[config.mk]
export PLATFORM = sky130hd
export DESIGN_NAME = pe_sequencer
export DESIGN_NICKNAME = d
export VERILOG_FILES = /design/src/rtl/pe_pkg.sv /design/src/rtl/pe_phase_timer.sv /design/src/rtl/pe_err_flags.sv /design/src/rtl/pe_status_snap.sv /design/src/rtl/pe_sequencer.sv
export SDC_FILE = /design/constraint.sdc
export NUM_CORES = 1
export LEC_CHECK = 0
export ABC_AREA = 1
export BUFFER_PORTS_ARGS = -buffer_cell sky130_fd_sc_hd__buf_2
export CELL_PAD_IN_SITES_DETAIL_PLACEMENT = 0
export CELL_PAD_IN_SITES_GLOBAL_PLACEMENT = 1
export CORE_MARGIN = 1.5
export CORE_UTILIZATION = 39
export DETAILED_ROUTE_END_ITERATION = 7
export GPL_TIMING_DRIVEN = 0
export HOLD_SLACK_MARGIN = 0.06
export PLACE_DENSITY = 0.85
export SKIP_LAST_GASP = 1
export SLEW_MARGIN = 20
export SYNTH_ARGS = -nofsm -noshare
export SYNTH_HDL_FRONTEND = slang
export SYNTH_HIERARCHICAL = 1
export SYNTH_SLANG_ARGS = --single-unit
[constraint.sdc]
create_clock -name clk -period 4.72 [get_ports clk]
set_input_delay 0.944 -clock clk [delete_from_list [all_inputs] [get_ports clk]]
set_output_delay 0.944 -clock clk [all_outputs]
set_load 0.01 [all_outputs]
[src/rtl/pe_pkg.sv]
package pe_pkg;

    typedef enum logic [2:0] {
        ST_IDLE     = 3'd0,
        ST_WRITE    = 3'd1,
        ST_PRECOND  = 3'd2,
        ST_ERASE    = 3'd3,
        ST_VERIFY   = 3'd4,
        ST_SUSPEND  = 3'd5
    } seq_state_e;

    typedef struct packed {
        seq_state_e st;
        seq_state_e resume_st;
        logic       susp_pend;
    } seq_regs_t;

    // indices into the sticky flag vector
    localparam int FLAG_VLOW = 0;
    localparam int FLAG_WERR = 1;
    localparam int FLAG_EERR = 2;
    localparam int NUM_FLAGS = 3;

endpackage

[src/rtl/pe_phase_timer.sv]
module pe_phase_timer #(
    parameter int CNT_W = 16
) (
    input  logic             clk,
    input  logic             rst_n,
    input  logic             load,
    input  logic [CNT_W-1:0] len,
    output logic             done
);
    logic [CNT_W-1:0] cnt_d, cnt_q;

    always_comb begin
        cnt_d = cnt_q;
        if (load) begin
            cnt_d = (len == '0) ? '0 : len - CNT_W'(1);
        end else if (cnt_q != '0) begin
            cnt_d = cnt_q - CNT_W'(1);
        end
    end

    always_ff @(posedge clk) begin
        if (!rst_n) cnt_q <= '0;
        else        cnt_q <= cnt_d;
    end

    assign done = (cnt_q == '0);
endmodule

[src/rtl/pe_err_flags.sv]
module pe_err_flags #(
    parameter int NFLAG = 3
) (
    input  logic             clk,
    input  logic             rst_n,
    input  logic             wipe,
    input  logic             clr,
    input  logic [NFLAG-1:0] set,
    output logic [NFLAG-1:0] flags
);
    logic [NFLAG-1:0] flag_d, flag_q;

    always_comb begin
        for (int i = 0; i < NFLAG; i++) begin
            if (wipe) flag_d[i] = 1'b0;
            else      flag_d[i] = (flag_q[i] & ~clr) | set[i];
        end
    end

    always_ff @(posedge clk) begin
        if (!rst_n) flag_q <= '0;
        else        flag_q <= flag_d;
    end

    assign flags = flag_q;
endmodule

[src/rtl/pe_status_snap.sv]
module pe_status_snap #(
    parameter int          W         = 8,
    parameter logic [W-1:0] RST_VALUE = 8'h80
) (
    input  logic         clk,
    input  logic         rst_n,
    input  logic         ce_n,
    input  logic         oe_n,
    input  logic [W-1:0] live,
    output logic [W-1:0] snap
);
    typedef struct packed {
        logic         sel;
        logic [W-1:0] val;
    } snap_regs_t;

    snap_regs_t s_d, s_q;
    logic       sel_now;

    assign sel_now = !ce_n && !oe_n;

    always_comb begin
        s_d     = s_q;
        s_d.sel = sel_now;
        if (sel_now && !s_q.sel) s_d.val = live;
    end

    always_ff @(posedge clk) begin
        if (!rst_n) s_q <= '{sel: 1'b0, val: RST_VALUE};
        else        s_q <= s_d;
    end

    assign snap = s_q.val;
endmodule

[src/rtl/pe_sequencer.sv]
module pe_sequencer
    import pe_pkg::*;
#(
    parameter int CNT_W = 16
) (
    input  logic             clk,
    input  logic             rst_n,
    input  logic             pd_n,
    input  logic             hv_ok,
    input  logic             req_write,
    input  logic             req_erase,
    input  logic             req_suspend,
    input  logic             req_resume,
    input  logic             req_clear,
    input  logic             verify_ok,
    input  logic [CNT_W-1:0] t_write,
    input  logic [CNT_W-1:0] t_precond,
    input  logic [CNT_W-1:0] t_erase,
    input  logic [CNT_W-1:0] t_verify,
    input  logic             rd_ce_n,
    input  logic             rd_oe_n,
    output logic             ready,
    output logic [7:0]       status,
    output logic [7:0]       status_snap
);
    seq_regs_t            r_d, r_q;
    seq_state_e           ld_st;
    seq_state_e           follow_st;
    logic                 tmr_load;
    logic [CNT_W-1:0]     tmr_len;
    logic                 tmr_done;
    logic [NUM_FLAGS-1:0] flag_set;
    logic [NUM_FLAGS-1:0] flags;
    logic                 idle_like;
    logic [7:0]           status_live;

    // next-state logic
    always_comb begin
        r_d       = r_q;
        ld_st     = ST_IDLE;
        flag_set  = '0;
        follow_st = (r_q.st == ST_PRECOND) ? ST_ERASE : ST_VERIFY;
        if (!pd_n) begin
            r_d.st        = ST_IDLE;
            r_d.resume_st = ST_IDLE;
            r_d.susp_pend = 1'b0;
        end else begin
            unique case (r_q.st)
                ST_IDLE: begin
                    if (!flags[FLAG_VLOW]) begin
                        if (req_write) begin
                            if (hv_ok) begin
                                r_d.st = ST_WRITE;
                                ld_st  = ST_WRITE;
                            end else begin
                                flag_set[FLAG_VLOW] = 1'b1;
                            end
                        end else if (req_erase) begin
                            if (hv_ok) begin
                                r_d.st = ST_PRECOND;
                                ld_st  = ST_PRECOND;
                            end else begin
                                flag_set[FLAG_VLOW] = 1'b1;
                            end
                        end
                    end
                end
                ST_WRITE: begin
                    if (!hv_ok) begin
                        r_d.st              = ST_IDLE;
                        flag_set[FLAG_VLOW] = 1'b1;
                    end else if (tmr_done) begin
                        r_d.st              = ST_IDLE;
                        flag_set[FLAG_WERR] = !verify_ok;
                    end
                end
                ST_PRECOND, ST_ERASE: begin
                    r_d.susp_pend = r_q.susp_pend | req_suspend;
                    if (!hv_ok) begin
                        r_d.st              = ST_IDLE;
                        r_d.susp_pend       = 1'b0;
                        flag_set[FLAG_VLOW] = 1'b1;
                    end else if (tmr_done) begin
                        if (r_q.susp_pend || req_suspend) begin
                            r_d.st        = ST_SUSPEND;
                            r_d.resume_st = follow_st;
                            r_d.susp_pend = 1'b0;
                        end else begin
                            r_d.st = follow_st;
                            ld_st  = follow_st;
                        end
                    end
                end
                ST_VERIFY: begin
                    r_d.susp_pend = 1'b0;
                    if (!hv_ok) begin
                        r_d.st              = ST_IDLE;
                        flag_set[FLAG_VLOW] = 1'b1;
                    end else if (tmr_done) begin
                        r_d.st              = ST_IDLE;
                        flag_set[FLAG_EERR] = !verify_ok;
                    end
                end
                ST_SUSPEND: begin
                    if (req_resume) begin
                        r_d.st = r_q.resume_st;
                        ld_st  = r_q.resume_st;
                    end
                end
                default: begin
                    r_d.st = ST_IDLE;
                end
            endcase
        end
    end

    // phase length selection for the timer load
    always_comb begin
        tmr_load = (ld_st != ST_IDLE);
        unique case (ld_st)
            ST_WRITE:   tmr_len = t_write;
            ST_PRECOND: tmr_len = t_precond;
            ST_ERASE:   tmr_len = t_erase;
            ST_VERIFY:  tmr_len = t_verify;
            default:    tmr_len = '0;
        endcase
    end

    always_ff @(posedge clk) begin
        if (!rst_n) r_q <= '{st: ST_IDLE, resume_st: ST_IDLE, susp_pend: 1'b0};
        else        r_q <= r_d;
    end

    pe_phase_timer #(.CNT_W(CNT_W)) u_timer (
        .clk   (clk),
        .rst_n (rst_n),
        .load  (tmr_load),
        .len   (tmr_len),
        .done  (tmr_done)
    );

    pe_err_flags #(.NFLAG(NUM_FLAGS)) u_flags (
        .clk   (clk),
        .rst_n (rst_n),
        .wipe  (!pd_n),
        .clr   (req_clear),
        .set   (flag_set),
        .flags (flags)
    );

    assign idle_like   = (r_q.st == ST_IDLE) || (r_q.st == ST_SUSPEND);
    assign status_live = {idle_like, (r_q.st == ST_SUSPEND), flags[FLAG_EERR],
                          flags[FLAG_WERR], flags[FLAG_VLOW], 3'b000};

    pe_status_snap #(.W(8), .RST_VALUE(8'h80)) u_snap (
        .clk   (clk),
        .rst_n (rst_n),
        .ce_n  (rd_ce_n),
        .oe_n  (rd_oe_n),
        .live  (status_live),
        .snap  (status_snap)
    );

    assign status = status_live;
    assign ready  = !pd_n || idle_like;
endmodule

==> impl_results.md, run 1 <==
* Seq/Total Area, Yosys at 20.10%
* Yosys warning total at 6
* Max-slew violations at 0
* Starting Density at 40.80%
* Synthesized cell area at between 3000 and 4000 µm²
* Ys flop type: dfxtp_1
* Critical path endpoint category: flip-flop
* Syn-to-layout area delta at 20.81%
* Crit path required time at 4910 ps
* Max_slew headroom at 65.98%
* Syn avg cell area at 6.035 µm²
* Resize count post-CTS at 0
* Max FO, Critical Path at 10
* Hold Violations, Final at 0
* Total CTS buffers at 5
* DR iter-0 viols at approximately 150
* Sink Count at 34
* Final min period at 3496 ps
* Row Count at 33
* Die ar. at 9250 µm²
* Via density at about 5.0
* Reg2Reg Depth at 24
* CTS tree: done
* Post-CTS Setup Bufs at 0
* Number of antenna violations at the first check in global routing at 0
* Antenna viol nets, final at 0
* Hold_buf cts at 0
* Clock latency on the worst-skew pair at 290 ps
* Slew @ Worst Pin at 510.3 ps
* VDD IR-drop max at 0.1654 mV
* Design Area, Final at 4090 µm²
* DP HPWL at just over 8000 µm
* Cell mode on critical path: nand2_1
* Family with the most delay on the worst path: simple AND/OR/NAND/NOR gates
* Placed inst area at 3976 µm²
* Vias in the first global route at 3544
* DRC Markers at 0
* Clk slew on worst S/H paths at 80 ps
* Reg-to-Reg Start: u_timer/cnt_q[0]
* # diodes at 0
* Largest net degree at the start of global routing at 13
* Chip Width at 96.18 µm
* Pleak at 2.080 nW
* Via count at 3849
* Max incr delay on CP at 340 ps
* Levels on crit path at 24
* Critical path class: flip-flop to flip-flop
* Die height at 96.18 µm
* DP Worst Slack at 1243 ps
* Global-route wire length before repair at 16050 µm
* Cell Chain, Critical Path: inv_1, ha_1, nand3_1, nor2_4, nand2_2, inv_1, nand2_1, inv_1, nand3_2, nand3_2, nand2_1, buf_2, nand4_1, nand3_1, nor2_1, inv_2, nor2_8, nand3b_4, nand2_4, inv_2, nand2_1, nand2_1, nand2_1, nand2_1
* Critical path startpoint: u_timer/cnt_q[0]
* Hold Slack at 473.3 ps
* R2r endpoint: u_timer/cnt_q[10]
* Ys async rst share at 0%
* EDFF count, synth at 0
* Pwr/cell area at 376.9 nW/µm²
* Crit share post-route at approximately three quarters
* Layout cell share with drive strength beyond 1 at 26.28%
* I/O Pins at 93
* Total GRT Usage at around 22%
* Crit path to: u_timer/cnt_q[10]
* Flop-to-flop setup slack at about 1200 ps
* Post-route setup slack at 1224 ps
* Pre-antenna DRT Iters at 4
* RSZ-0062 raised after global routing: false
* Clk root buf: clkbuf_8
* Worst EP arrival at 3690 ps
* Drt total wl at about 9700 µm
* CTS H-tree depth at 2
* Power Total at approximately 0.0015 W
* Core box area at 8299 µm²
* Nets at between 700 and 800
* Setup TNS at 0 ps
* Status: finished clean
* GRT overflow at 0
* Cells after Synth at 561
* Clk buf depth at 2
* Clock skew after layout at 6.824 ps
* Buffers on Ports at 88
* Critical-path top delay cell: dfxtp_1
* Fmax at 286.0 MHz
* Buf/Inv on CP at 6
* Yosys reg bits at 34
* # setup viols final at 0
* Worst Hold Class: flip-flop to flip-flop
* Max Cap Violations at 0
* Yosys cell types at 41
* Placer Congestion at 0.9048
* Avg WL per Cell at 12.64 µm
* CP startpoint kind: flip-flop
## logic make-up after synthesis
logic type	after synthesis	synth area share, %
flip-flops	34	20.10
other	1	0.1108
AO/OA/AOI/OAI	49	8.204
adder cells (fa/ha/maj)	3	1.109
XOR/XNOR	7	1.811
AND/OR/NAND/NOR	362	54.51
buffers and inverters	105	14.15
## power breakdown
group	switching [W]	internal, W
Sequential	0.0000628	0.000352
Clock	0.000115	0.000157
Combinational	0.000541	0.000314
Total	0.000719	0.000823
## cells in the final DEF, fill, tap and decap left out, drive strengths merged
| master | netlist | final |
|---|---|---|
| a21o | 2 | 2 |
| clkinvlp | 0 | 2 |
| o31ai | 1 | 1 |
| bufinv | 0 | 1 |
| a21oi | 30 | 30 |
| o211ai | 1 | 1 |
| a211oi | 1 | 1 |
| nor4 | 1 | 1 |
| nand3b | 3 | 3 |
| xnor2 | 2 | 2 |
| inv | 74 | 74 |
| dfxtp | 34 | 34 |
| conb | 1 | 6 |
| buf | 29 | 117 |
| nor2 | 92 | 92 |
| o21ai | 12 | 12 |
| or2 | 2 | 2 |
| nor3 | 4 | 4 |
| a22oi | 1 | 1 |
| clkbuf | 2 | 7 |
| nor3b | 1 | 1 |
| xor2 | 5 | 5 |
| ha | 3 | 3 |
| o21bai | 1 | 1 |
| nand2 | 127 | 127 |
| nand4 | 58 | 58 |
| nand3 | 74 | 74 |
## cell usage after synthesis, drive strengths merged (3+ instances only)
master | n | area [µm²]
dfxtp | 34 | 680.7
o21ai | 12 | 60.05
nand2 | 127 | 511.7
nor3 | 4 | 20.02
nand3b | 3 | 35.03
nand4 | 58 | 369.1
inv | 74 | 277.8
ha | 3 | 37.54
buf | 29 | 193.9
nor2 | 92 | 473.0
a21oi | 30 | 165.2
nand3 | 74 | 410.4
xor2 | 5 | 43.79
## state kept, by name, summed over array words and instances (netlist names)
register       count
u_snap/snap        8
u_flags/flags      3
u_snap/s_q         1
u_timer/cnt_q     16
r_q                6
## metrics by stage
stage,utilization (%),instances
after global placement,47.91,759
after detailed placement,47.91,759
after CTS,49.28,767
after floorplan,-,566
after global routing,49.28,767
final,49.28,767
## worst reg2reg max path, delay by kind of cell, from the launching register on
family        cells  cell delay (ps)
fa+ha+maj         1              190
buf+inv           6              780
flops             1              340
simple gates     17             2090
## layer usage
metal | up-vias | routed length, µm | GRT usage [%]
met2 | 127 | 4614 | 37.62
li1 | 2039 | - | -
met4 | 0 | 144 | 7.108
met3 | 12 | 448 | 2.686
met1 | 1671 | 4488 | 28.74
met5 | - | 0 | 0
## area by class of cell
class,count,area (µm²)
buffer,31,201.4
tap,105,131.4
clock inverter,3,45.04
timing repair buffer,88,440.4
inverter,74,277.8
fill,883,4209
clock buffer,5,68.82
multi-input combinational,427,2245
sequential,34,680.7
## worst min path at each step
stage | slack (ps) | to | cells after the start | start
floorplan | 430 | u_snap/snap[7] | 2 | u_snap/snap[7]
global placement | 450 | u_snap/snap[7] | 2 | u_snap/snap[7]
detailed placement | 460 | u_snap/snap[7] | 2 | u_snap/snap[7]
CTS | 480 | u_snap/snap[7] | 2 | u_snap/snap[7]
global route | 500 | u_flags/flags[1] | 2 | u_flags/flags[1]
finish | 470 | u_snap/snap[7] | 2 | u_snap/snap[7]
Note: power is estimated with default switching activity, not from simulation.
==> run 2, diff against run 1 <==
CORE_UTILIZATION = 33   (was 39)
PLACE_DENSITY = 0.76   (was 0.85)
clock period = 2.8 ns   (was 4.72 ns; I/O delays follow)
==> run 2 against run 1 <==
The run now ends with setup timing left. Die area grew 18%. Power is 93% higher. Sequential power rose by 75%. Final area is 22% higher. Clock power is 67% higher.
==> impl_results.md, run 2 (synthesized netlist as in run 1, its figures left out) <==
* Max-slew violations at 0 (unchanged)
* Clk slew on worst S/H paths at 80 ps (about the same)
* Critical path class: flip-flop to flip-flop
* Crit share post-route at 101.2% (+27 points)
* Hold Slack at 475.4 ps (+2.048 ps)
* Sequential share of power at 24.3% (-2.6 points)
* Most frequent cells in the layout: 101 x nand2_1, 94 x buf_2, 57 x nand4_1, 54 x nor2_1, 52 x inv_1
* DR iter-0 viols at 125 (-16%)
* CTS tree: done
* Max incr delay on CP at 340 ps (about the same)
* Net Sw Frac at 45.83% (-0.80 points)
* Max Cap Violations at 0 (unchanged)
* Non-Filler Instances at 835 (+8.9%)
* Worst EP arrival at 3000 ps (-690 ps)
* Final min period at 2833 ps (-663.1 ps)
* Pwr/cell area at 599.1 nW/µm² (+59%)
* Core box area at 9864 µm² (+19%)
* Largest reg by FF count: u_timer/cnt_q
* Avg WL per Cell at 13.04 µm (+3.2%)
* Commonest non-fill, non-tap cell in the layout: nand2_1
* Drt total wl at 10890 µm (+12%)
* Layout cell share with drive strength beyond 1 at 42.45% (+16 points)
* Via count at 4081 (+6.0%)
* Global-route wire length before repair at 18070 µm (+13%)
* VDD IR-drop max at 0.2612 mV (+58%)
* CTS H-tree depth at 2 (unchanged)
* Buffers on Ports at 88 (unchanged)
* Total GRT Usage at 19.97% (-2.1 points)
* Clk buf depth at 2 (unchanged)
* Sink Count at 34 (unchanged)
* Failing checks: setup timing
* Cell count after placement at 787 (+3.7%)
* Pre-antenna DRT Iters at 4 (unchanged)
* Hold_buf cts at 0 (unchanged)
* Nets at 780 (+5.4%)
* I/O Pins at 93 (unchanged)
* Comb pwr share at 60.4% (+5.0 points)
* Die ar. at 10880 µm² (+18%)
* Post-route setup slack at -32.86 ps (-1257 ps)
* Status: complete, but fails checks
* Max FO, Critical Path at 8 (-2)
* DP HPWL at 8449 µm (+4.0%)
* Clk pwr share at 15.2% (-2.5 points)
* Total CTS buffers at 5 (unchanged)
* Largest net degree at the start of global routing at 13 (unchanged)
* Vias in the first global route at 3918 (+11%)
* Cell mode on critical path: nand3_4
* Internal power at 0.001613 W (+96%)
* Chip Width at 104.3 µm (+8.4%)
* CP startpoint kind: flip-flop
* Max reg flops at 16 (unchanged)
* Pleak at 2.461 nW (+18%)
* Starting Density at 34.32% (-6.5 points)
* Critical-path top delay cell: dfxtp_2
* Crit path required time at 2970 ps (-1940 ps)
* Antenna viol nets, final at 0 (unchanged)
* Via density at 4.887 (-2.6%)
* Syn-to-layout area delta at 46.79%
* Clock latency on the worst-skew pair at 280 ps (about the same)
* Placer Congestion at 0.9173 (+1.4%)
* Psw at 0.001365 W (+90%)
* Cell Chain, Critical Path: nor2_2, nand2_2, nor2_4, nand2_4, inv_2, nand2_2, inv_2, nand3_4, nand3_4, inv_6, buf_2, nand4_1, nand2_1, inv_1, nand3_4, nor2_2, inv_1, nor2_4, nand3b_4, nand2_8, nor2_1, o21ai_1, nor2_1
* RSZ-0062 raised after global routing: true
* # setup viols final at 7 (+7)
* GRT overflow at 0 (unchanged)
* Worst Hold Class: flip-flop to flip-flop
* Clk root buf: clkbuf_8
* Hold Violations, Final at 0 (unchanged)
* Die height at 104.3 µm (+8.4%)
* Number of antenna violations at the first check in global routing at 0 (unchanged)
* Fmax at 353.0 MHz (+23%)
* Clock skew after layout at 9.461 ps (+2.636 ps)
* Critical path endpoint category: flip-flop
* DRC Markers at 0 (unchanged)
* # diodes at 0 (unchanged)
* Row Count at 36 (+9.1%)
[run 2: cell count changes in the layout (fill, tap and decap cells not counted), sizes merged]
cell  before  now
buf      117  156
inv       74   75
[run 2: layout make-up]
type	count	area (µm²)
fill	1002	4895
multi-input combinational	427	2709
timing repair buffer	127	753.2
sequential	34	689.4
inverter	74	290.3
buffer	31	239.0
tap	133	166.4
clock buffer	5	68.82
clock inverter	3	45.04
timing repair inverter	1	8.758
[run 2: layer usage]
metal	wire length [µm]	up-vias	track usage, %
met4	269	0	7.540
met5	0	-	0
met1	4700	1799	23.33
met3	581	23	2.945
li1	-	2127	-
met2	5337	132	36.42
[run 2: what timing repair did]
item                                   CTS  global route
gates cloned                             4             0
buffers inserted                        25            12
pin swaps                               37            41
endpoints found under the hold margin    0             0
gates resized for setup                 87            59
setup endpoints to repair               16            16
[run 2: final timing paths]
path,from,endpoint,slack [ps],depth (start not counted)
max,u_timer/cnt_q[11],u_timer/cnt_q[4],-30,23
min,u_snap/snap[7],u_snap/snap[7],480,2
max reg2reg,u_timer/cnt_q[11],u_timer/cnt_q[4],-30,23
min reg2reg,u_snap/snap[7],u_snap/snap[7],480,2
[run 2: worst max-delay path: cells and delay by family (launching register included)]
kind            cells  cell delay [ps]
simple gates       16             1680
flops               1              340
buf+inv             6              550
compound gates      1              140
[run 2: power by group through the flow]
stage	combinational, W	sequential, W	clock, W
2_1_floorplan	0.00114	0.000688	0
5_1_grt	0.00204	0.000741	0.000486
4_1_cts	0.00168	0.000713	0.000462
3_5_place_dp	0.00144	0.000710	0
6_report	0.00180	0.000725	0.000453
3_3_place_gp	0.00143	0.000708	0
[run 2: metrics by stage]
| stage | TNS (ps) | total power, W | utilization, % | area (µm²) | setup WS (ps) |
|---|---|---|---|---|---|
| 2_1_floorplan | 0 | 0.001827 | - | 3407 | 7.089 |
| 3_3_place_gp | -8158 | 0.002138 | 40.69 | 4014 | -602.5 |
| 3_5_place_dp | -8814 | 0.002145 | 40.69 | 4014 | -641.6 |
| 4_1_cts | -96.69 | 0.002861 | 47.17 | 4653 | -23.79 |
| 5_1_grt | -3212 | 0.003264 | 50.38 | 4970 | -274.2 |
| 6_report | -85.27 | 0.002978 | 50.38 | 4970 | -32.86 |
